**src/rtl/rvs_pkg.sv**
```systemverilog
package rvs_pkg;

  localparam int unsigned SR_W        = 16;
  localparam int unsigned SR_T_BIT    = 15;
  localparam int unsigned SR_S_BIT    = 13;
  localparam int unsigned SR_MASK_LSB = 8;
  localparam int unsigned SR_MASK_MAX = 7;

  // trace off, supervisor on, mask at top level, condition flags clear
  localparam logic [SR_W-1:0] SR_RESET =
      (SR_W'(1) << SR_S_BIT) | (SR_W'(SR_MASK_MAX) << SR_MASK_LSB);

  localparam logic [2:0] FC_SUP_PROG = 3'b110;
  localparam logic [2:0] FC_IDLE     = 3'b000;

  localparam int unsigned PTR_WORDS = 2;
  localparam int unsigned N_PTRS    = 2;
  localparam int unsigned VEC_WORDS = PTR_WORDS * N_PTRS;

  typedef enum logic [1:0] {
    SEQ_START = 2'd0,
    SEQ_FETCH = 2'd1,
    SEQ_DONE  = 2'd2,
    SEQ_RUN   = 2'd3
  } seq_state_t;

endpackage

```
**src/rtl/rvs_fetch_ctrl.sv**
```systemverilog
module rvs_fetch_ctrl
  import rvs_pkg::*;
#(
  parameter int unsigned ADDR_W     = 24,
  parameter int unsigned N_WORDS    = VEC_WORDS,
  parameter int unsigned WORD_BYTES = 2
) (
  input  logic              clk_i,
  input  logic              rst_ni,
  input  logic              rd_ack_i,
  output logic              rd_req_o,
  output logic [ADDR_W-1:0] rd_addr_o,
  output logic [2:0]        rd_fc_o,
  output logic              word_we_o,
  output logic [((N_WORDS > 1) ? $clog2(N_WORDS) : 1)-1:0] word_idx_o,
  output logic              done_o
);

  localparam int unsigned IDX_W = (N_WORDS > 1) ? $clog2(N_WORDS) : 1;
  localparam int unsigned SHIFT = (WORD_BYTES > 1) ? $clog2(WORD_BYTES) : 0;
  localparam logic [IDX_W-1:0] LAST_IDX = IDX_W'(N_WORDS - 1);

  seq_state_t        state_q, state_d;
  logic [IDX_W-1:0]  idx_q, idx_d;
  logic              idx_en;
  logic              take_word;
  logic [ADDR_W-1:0] addr_base;

  assign rd_req_o  = (state_q == SEQ_FETCH);
  assign take_word = rd_req_o & rd_ack_i;
  assign idx_en    = take_word | (state_q == SEQ_START);

  // next-state process
  always_comb begin
    state_d = state_q;
    idx_d   = idx_q;
    unique case (state_q)
      SEQ_START: begin
        state_d = SEQ_FETCH;
        idx_d   = '0;
      end
      SEQ_FETCH: begin
        if (rd_ack_i) begin
          if (idx_q == LAST_IDX) begin
            state_d = SEQ_DONE;
            idx_d   = '0;
          end else begin
            idx_d = idx_q + 1'b1;
          end
        end
      end
      SEQ_DONE: state_d = SEQ_RUN;
      SEQ_RUN:  state_d = SEQ_RUN;
      default:  state_d = SEQ_START;
    endcase
  end

  // register process
  always_ff @(posedge clk_i or negedge rst_ni) begin
    if (!rst_ni) begin
      state_q <= SEQ_START;
      idx_q   <= '0;
    end else begin
      state_q <= state_d;
      if (idx_en) idx_q <= idx_d;
    end
  end

  assign addr_base  = {{(ADDR_W-IDX_W){1'b0}}, idx_q};
  assign rd_addr_o  = rd_req_o ? (addr_base << SHIFT) : '0;
  assign rd_fc_o    = rd_req_o ? FC_SUP_PROG : FC_IDLE;
  assign word_we_o  = take_word;
  assign word_idx_o = idx_q;
  assign done_o     = (state_q == SEQ_DONE);


  req_hold_chk: assert property (@(posedge clk_i) disable iff (!rst_ni)
    (rd_req_o && !rd_ack_i) |=> (rd_req_o && $stable(rd_addr_o)));


  addr_step_chk: assert property (@(posedge clk_i) disable iff (!rst_ni)
    (rd_req_o && rd_ack_i && rd_addr_o != '0 && !done_o && idx_q != LAST_IDX)
      |=> (rd_addr_o == $past(rd_addr_o) + ADDR_W'(WORD_BYTES)));


  done_after_ack_chk: assert property (@(posedge clk_i) disable iff (!rst_ni)
    $rose(done_o) |-> $past(rd_req_o && rd_ack_i));


  done_single_chk: assert property (@(posedge clk_i) disable iff (!rst_ni)
    done_o |=> (!done_o && !rd_req_o));

endmodule

```
**src/rtl/rvs_vector_asm.sv**
```systemverilog
module rvs_vector_asm
  import rvs_pkg::*;
#(
  parameter int unsigned WORD_W = 16,
  parameter int unsigned IDX_W  = 2
) (
  input  logic                          clk_i,
  input  logic                          rst_ni,
  input  logic                          word_we_i,
  input  logic [IDX_W-1:0]              word_idx_i,
  input  logic [WORD_W-1:0]             word_i,
  output logic [PTR_WORDS*WORD_W-1:0]   ssp_o,
  output logic [PTR_WORDS*WORD_W-1:0]   pc_o
);

  localparam int unsigned PTR_W = PTR_WORDS * WORD_W;

  logic [WORD_W-1:0]           slot_q [VEC_WORDS];
  logic [N_PTRS-1:0][PTR_W-1:0] ptr_v;

  for (genvar k = 0; k < VEC_WORDS; k++) begin : g_slot
    logic              slot_en;
    logic [WORD_W-1:0] slot_d;

    assign slot_en = word_we_i && (word_idx_i == IDX_W'(k));
    assign slot_d  = word_i;

    always_ff @(posedge clk_i or negedge rst_ni) begin
      if (!rst_ni) begin
        slot_q[k] <= '0;
      end else if (slot_en) begin
        slot_q[k] <= slot_d;
      end
    end
  end

  // within each pointer the earlier word is the more significant one
  for (genvar p = 0; p < N_PTRS; p++) begin : g_ptr
    for (genvar w = 0; w < PTR_WORDS; w++) begin : g_half
      assign ptr_v[p][(PTR_WORDS-1-w)*WORD_W +: WORD_W] = slot_q[p*PTR_WORDS + w];
    end
  end

  assign ssp_o = ptr_v[0];
  assign pc_o  = ptr_v[1];


  ptr_quiet_chk: assert property (@(posedge clk_i) disable iff (!rst_ni)
    !word_we_i |=> ($stable(ssp_o) && $stable(pc_o)));

endmodule

```
**src/rtl/rvs_ext_rst_timer.sv**
```systemverilog
module rvs_ext_rst_timer #(
  parameter int unsigned PULSE_CYCLES = 124
) (
  input  logic clk_i,
  input  logic rst_ni,
  input  logic sw_req_i,
  output logic ext_rst_o
);

  localparam int unsigned CNT_W = (PULSE_CYCLES > 1) ? $clog2(PULSE_CYCLES) : 1;
  localparam logic [CNT_W-1:0] CNT_LOAD = CNT_W'(PULSE_CYCLES - 1);

  logic             active_q, active_d;
  logic [CNT_W-1:0] cnt_q, cnt_d;
  logic             cnt_en;

  assign cnt_en = active_q | sw_req_i;

  // next-state process
  always_comb begin
    active_d = active_q;
    cnt_d    = cnt_q;
    if (active_q) begin
      if (cnt_q == '0) begin
        active_d = 1'b0;
      end else begin
        cnt_d = cnt_q - 1'b1;
      end
    end else if (sw_req_i) begin
      active_d = 1'b1;
      cnt_d    = CNT_LOAD;
    end
  end

  // register process
  always_ff @(posedge clk_i or negedge rst_ni) begin
    if (!rst_ni) begin
      active_q <= 1'b0;
      cnt_q    <= '0;
    end else if (cnt_en) begin
      active_q <= active_d;
      cnt_q    <= cnt_d;
    end
  end

  assign ext_rst_o = active_q;


  ext_start_chk: assert property (@(posedge clk_i) disable iff (!rst_ni)
    $rose(ext_rst_o) |-> $past(sw_req_i));


  ext_hold_chk: assert property (@(posedge clk_i) disable iff (!rst_ni)
    (ext_rst_o && cnt_q != '0) |=> ext_rst_o);


  ext_ignore_chk: assert property (@(posedge clk_i) disable iff (!rst_ni)
    (ext_rst_o && sw_req_i && cnt_q != '0) |=> (cnt_q == $past(cnt_q) - 1'b1));

endmodule

```
**src/rtl/reset_vector_seq.sv**
```systemverilog
module reset_vector_seq
  import rvs_pkg::*;
#(
  parameter int unsigned ADDR_W     = 24,
  parameter int unsigned WORD_W     = 16,
  parameter int unsigned RST_CYCLES = 124
) (
  input  logic                        clk_i,
  input  logic                        rst_ni,
  output logic                        rd_req_o,
  output logic [ADDR_W-1:0]           rd_addr_o,
  output logic [2:0]                  rd_fc_o,
  input  logic                        rd_ack_i,
  input  logic [WORD_W-1:0]           rd_data_i,
  output logic [SR_W-1:0]             sr_o,
  output logic [PTR_WORDS*WORD_W-1:0] ssp_o,
  output logic [PTR_WORDS*WORD_W-1:0] pc_o,
  output logic                        boot_done_o,
  input  logic                        sw_rst_req_i,
  output logic                        ext_rst_o
);

  localparam int unsigned IDX_W      = (VEC_WORDS > 1) ? $clog2(VEC_WORDS) : 1;
  localparam int unsigned WORD_BYTES = WORD_W / 8;

  logic             word_we;
  logic [IDX_W-1:0] word_idx;
  logic [SR_W-1:0]  sr_q, sr_d;

  rvs_fetch_ctrl #(
    .ADDR_W     (ADDR_W),
    .N_WORDS    (VEC_WORDS),
    .WORD_BYTES (WORD_BYTES)
  ) u_fetch (
    .clk_i      (clk_i),
    .rst_ni     (rst_ni),
    .rd_ack_i   (rd_ack_i),
    .rd_req_o   (rd_req_o),
    .rd_addr_o  (rd_addr_o),
    .rd_fc_o    (rd_fc_o),
    .word_we_o  (word_we),
    .word_idx_o (word_idx),
    .done_o     (boot_done_o)
  );

  rvs_vector_asm #(
    .WORD_W (WORD_W),
    .IDX_W  (IDX_W)
  ) u_asm (
    .clk_i      (clk_i),
    .rst_ni     (rst_ni),
    .word_we_i  (word_we),
    .word_idx_i (word_idx),
    .word_i     (rd_data_i),
    .ssp_o      (ssp_o),
    .pc_o       (pc_o)
  );

  rvs_ext_rst_timer #(
    .PULSE_CYCLES (RST_CYCLES)
  ) u_ext (
    .clk_i     (clk_i),
    .rst_ni    (rst_ni),
    .sw_req_i  (sw_rst_req_i),
    .ext_rst_o (ext_rst_o)
  );

  // status word: forced to the supervisor start state, held afterwards
  assign sr_d = sr_q;

  always_ff @(posedge clk_i or negedge rst_ni) begin
    if (!rst_ni) begin
      sr_q <= SR_RESET;
    end else begin
      sr_q <= sr_d;
    end
  end

  assign sr_o = sr_q;


  sw_no_restart_chk: assert property (@(posedge clk_i) disable iff (!rst_ni)
    (boot_done_o || (!rd_req_o && !$rose(rd_req_o) && ssp_o != '0 && pc_o != '0))
      |=> !rd_req_o);

endmodule

```
**config.mk**
```make
export PLATFORM = sky130hd
export DESIGN_NAME = reset_vector_seq
export DESIGN_NICKNAME = d
export VERILOG_FILES = /design/src/rtl/rvs_pkg.sv /design/src/rtl/rvs_fetch_ctrl.sv /design/src/rtl/rvs_vector_asm.sv /design/src/rtl/rvs_ext_rst_timer.sv /design/src/rtl/reset_vector_seq.sv
export SDC_FILE = /design/constraint.sdc
export NUM_CORES = 1
export LEC_CHECK = 0
export BUFFER_PORTS_ARGS = -buffer_cell sky130_fd_sc_hd__buf_2
export CAP_MARGIN = 20
export CORE_MARGIN = 2
export CORE_UTILIZATION = 52
export DETAILED_ROUTE_END_ITERATION = 8
export GPL_ROUTABILITY_DRIVEN = 0
export PLACE_DENSITY = 0.84
export SETUP_SLACK_MARGIN = 0.15
export SLEW_MARGIN = 0
export SYNTH_ARGS = -nofsm -noshare
export SYNTH_HDL_FRONTEND = slang
export SYNTH_SLANG_ARGS = --single-unit
```
**constraint.sdc**
```tcl
create_clock -name clk_i -period 3.9 [get_ports clk_i]
set_input_delay 0.39 -clock clk_i [delete_from_list [all_inputs] [get_ports clk_i]]
set_output_delay 0.39 -clock clk_i [all_outputs]
set_load 0.1 [all_outputs]
```
## After elaboration in Yosys (flattened, before gate mapping)

Index checks and enable logic that the tools add are counted.

| word-level totals | value |
|---|---|
| output and inout bits | 110 |
| logic and storage cells | 49 |
| flip-flop bits (word level) | 76 |

| operators by class | value |
|---|---|
| multiplexer cells | 14 |
| reductions and logical operators | 13 |
| add/subtract/negate cells | 2 |
| bitwise logic cells | 3 |
| equality and inequality tests | 9 |

Operator list:

| operator | number |
|---|---|
| 7-bit two-way mux | 3 |
| 2-bit equality test (second input constant) | 4 |
| 2-bit two-way mux | 4 |
| 7-bit logical NOT | 1 |
| 7-bit by 1-bit subtractor with 7-bit output (second input constant) | 1 |
| 3-bit two-way mux | 2 |
| 2-bit case mux with 3 select lines | 1 |
| 3-bit AND reduction | 2 |
| 2-bit by 1-bit equality test with 1-bit output (second input constant) | 2 |
| 1-bit logical AND | 4 |
| 2-bit logical NOT | 2 |
| 2-bit inequality test (second input constant) | 2 |
| 2-bit case mux with 2 select lines | 1 |
| 2-bit nonzero test | 2 |
| 1-bit two-way mux | 3 |
| 2-bit by 1-bit adder with 2-bit output (second input constant) | 1 |
| 2-bit by 1-bit inequality test with 1-bit output (second input constant) | 1 |
| 1-bit bitwise OR | 2 |
| 2-bit AND reduction | 1 |
| 2-bit OR reduction | 1 |
| 1-bit bitwise AND | 1 |

## Longest topological paths before layout

| logic depth | value |
|---|---|
| depth in word-level cells | 4 |
| mapped depth | 5 |
| gate-level depth less buffers | 5 |

## Modules after synthesis

Synthesis repeated with hierarchy kept, for this count alone.

| second synthesis, totals | value |
|---|---|
| cell total of the unflattened synthesis | 242 |
| area total of the unflattened synthesis | 3374.5 um2 |

By module, submodules not included:

| module | area each (um2) | cells an instance | instances |
|---|---|---|---|
| rvs_vector_asm | 2411.1 | 136 | 1 |
| rvs_ext_rst_timer | 432.9 | 41 | 1 |
| rvs_fetch_ctrl | 402.9 | 47 | 1 |
| reset_vector_seq | 127.6 | 18 | 1 |

## Worst setup path before layout

No wires, ideal clock.

| timing path | value |
|---|---|
| path kind | register to output |
| start | register u_fetch.state_q[1] |
| end | output port rd_addr_o[1] |
| stages on the path, launching flop included | 3 |
| setup slack | 0.740 ns |
| path buffers | 0 |
| arrival time | 2.770 ns |
| path through | dfrtp_1 nor2b_1 and2_1 |

| on the way | value |
|---|---|
| longest elaborated chain between the ends | 2 |

RTL lines:

| what | line | text |
|---|---|---|
| from (decl) | rvs_fetch_ctrl.sv:23 | `seq_state_t state_q, state_d;` |
| from (signal assigned) | rvs_fetch_ctrl.sv:64 | `state_q <= state_d;` |
| 2-bit by 1-bit equality test with 1-bit output | rvs_fetch_ctrl.sv:29 | `assign rd_req_o = (state_q == SEQ_FETCH);` |
| named net rd_req_o | reset_vector_seq.sv:10 | `output logic rd_req_o,` |
| 3-bit two-way mux | rvs_fetch_ctrl.sv:70 | `assign rd_addr_o = rd_req_o ? (addr_base << SHIFT) : '0;` |
| to (decl) | reset_vector_seq.sv:11 | `output logic [ADDR_W-1:0] rd_addr_o,` |

The timed path passes the listed nets, and every way through them passes these cells.

## Worst setup path in the final report

| timing path | value |
|---|---|
| start | register u_fetch.state_q[1] |
| end | output port rd_addr_o[2] |

| on the way | value |
|---|---|
| longest elaborated chain between the ends | 2 |

RTL lines:

| what | line |
|---|---|
| 2-bit by 1-bit equality test with 1-bit output | rvs_fetch_ctrl.sv:29 |
| 3-bit two-way mux | rvs_fetch_ctrl.sv:70 |

No other way between the ends.

==> flow_summary.ini <==
[clock_network]
cts_setup_buffers = 0
clockBufferDepth = 2
cts_sinks = 76
path_clk_slew_ns = 0.08
cts_root_buf = clkbuf_8
tritoncts = done
cts-buffers-inserted = 9
clk_latency_ns = 0.35
postCtsHoldBufs = 0
htree_levels = 3
cts_resized = 0

[flow_run]
maxCapViolations = 0

[worst_setup_path]
crit_start = u_fetch.state_q[1]
crit_type = flop to primary output
path_max_fanout = 6
slowest_delay_ns = 0.43
crit_buf_inv = 1
worst_ep_required_time_ns = 3.51
cp-start-kind = flop
cpMaxStageDelayCell = dfrtp_1
reg2reg_from = u_ext.cnt_q[0]
path_delay_family = flip-flops
r2r_slack_ns = 2.11
end_kind = primary output
path_cells = nor2b_1 > and2_1 > buf_2
worstPathArrival_ns = 1.57

[floorplanning]
io_pins = 130
die_x_um = 84.6
initial_core_util_pct = 53.5
rows = 29
die_area_um2 = 7160
core_area_um2 = 6310
die_y_um = 84.6

[synth]
synth_seq_cells = 76
yosys_warnings = 0
ys_types = 32
synth_xor_area_share_pct = 0
synthCells = 246
synth-compound-area-share_pct = 3.48
avgSynthCellArea_um2 = 13.7
synth_top_family_by_area = multiplexers
syn_area_um2 = 3380
synth_mux_area_share_pct = 21.3
seq_area_frac_synth_pct = 56.3
synthSimpleGateAreaFrac_pct = 5.67
synth_fa_ha_area_share_pct = 1.85

[grt]
grt_pass1_vias = 2065
grt_start_max_net_pins = 77
overflow = 0
grt_pass1_wl_um = 10500
grt_usage_pct = 18.7
antenna_found_initial = 0

[layout]
synthToLayoutAreaGrowth_pct = 15.9
final_common_cell = buf_2
final_layout_size_suffix_gt1_share_pct = 52.8
final_cell_mix = buf_2, dfrtp_1, mux2_2
n_fill_cell = 492
post-route-util_pct = 62.0
n_antenna_cell = 0
layout.nets = 361
final_cells = 418

[routing]
drt_wl_total_um = 6380
via_per_inst = 4.93
drt-pass1-iter-count = 7
drtIter0Drc = 59
ant_nets = 0
vias = 2061
routedWlPerCell_um = 15.3
drcViolationCount = 0

[placement]
io_buffers = 90
hpwlAfterDp_um = 4380
place_inst = 402

[sta]
rsz0062_at_grt = false
finalCriticalPeriod_ns = 1.96
setup_tns_ns = 0
finalSetupViolCount = 0
final_max_slew_viol_count = 0
worst_pin_slew_ns = 0.928
finalCritPeriodShare_pct = 50.3
max_slew_margin_pct = 38.2
finalClockSkew_ns = 0.00806
hold_violations = 0
fmax_mhz = 510

[min_path]
min_path_type = input pin to asynchronous set/reset pin

[outcome]
outcome = finished clean
==> state kept, by name (all words and copies together), names as in the netlist <==
| signal | cells |
|---|---|
| u_asm.ssp_o | 32 |
| u_ext.cnt_q | 7 |
| u_ext.ext_rst_o | 1 |
| u_fetch.word_idx_o | 2 |
| u_asm.pc_o | 32 |
| u_fetch.state_q | 2 |
==> cell usage after synthesis, drive strengths merged <==
master	count	area share, %
dfrtp	76	56
mux2	64	21
buf	48	11
nand2	10	1.4
ha	5	1.9
inv	5	0.56
o21ai	5	0.74
nor2	4	0.44
nor2b	4	0.74
o31ai	3	0.67
and2	2	0.37
conb	2	0.22
nor4	2	0.56
o22a	2	0.56
a21boi	1	0.22
a21oi	1	0.15
a2bb2oi	1	0.26
a31o	1	0.26
and3b	1	0.26
nand3b	1	0.22
nor3	1	0.15
nor4bb	1	0.30
o211ai	1	0.37
o41ai	1	0.26
or2b	1	0.22
or3b	1	0.26
or4	1	0.33
or4b	1	0.41
==> logic make-up (layout without fill, tap and decap cells) <==
kind of cell / count (synthesis) / count (layout)
muxes: 64 / 64
DFF: 76 / 76
other: 2 / 39
buffers and inverters: 53 / 111
AOI/OAI and AO/OA: 16 / 16
adders and majority gates: 5 / 5
and+or+nand+nor: 30 / 30
==> stage by stage <==
stage / setup slack [ns] / instance area [um2] / hold WS, ns
final: 1.94 / 3920 / 0.174
after global routing: 1.79 / 3920 / 0.257
after CTS: 1.91 / 3920 / 0.210
after detailed placement: 2.14 / 3710 / 0.488
after global placement: 2.22 / 3710 / 0.483
after floorplan: 0.740 / 3520 / 0.0944
==> per-layer routing <==
| layer | share of wire (%) | global-route usage, % |
|---|---|---|
| met4 | 1.1 | 6.49 |
| met3 | 6.8 | 5.21 |
| met1 | 41 | 24.7 |
| met5 | 0 | 0 |
| met2 | 51 | 29.8 |
==> layout make-up <==
cell class | instances | area (um2) | share of cell area, %
Clock buffer | 9 | 124 | 3.16
Clock inverter | 7 | 83.8 | 2.14
Inverter | 5 | 18.8 | 0.479
Multi-Input combinational cell | 154 | 1240 | 31.6
Sequential cell | 76 | 1900 | 48.6
Tap cell | 77 | 96.3 | 2.46
Timing Repair Buffer | 90 | 453 | 11.6
==> worst paths after layout <==
| path | endpoint | cells after the start |
|---|---|---|
| worst max register to register | u_ext.cnt_q[1] | 5 |
| worst min register to register | u_asm.pc_o[27] | 1 |
| min in group clk_i | u_asm.ssp_o[4] | 2 |
| worst max-delay path | rd_addr_o[2] | 3 |
| worst min-delay path | u_asm.ssp_o[19] | 1 |
| max in group asynchronous | u_asm.ssp_o[13] | 1 |
Power is left out: the tool's default activity adds up to more than one toggle a clock period on the data nets, which glitch-free logic cannot reach.
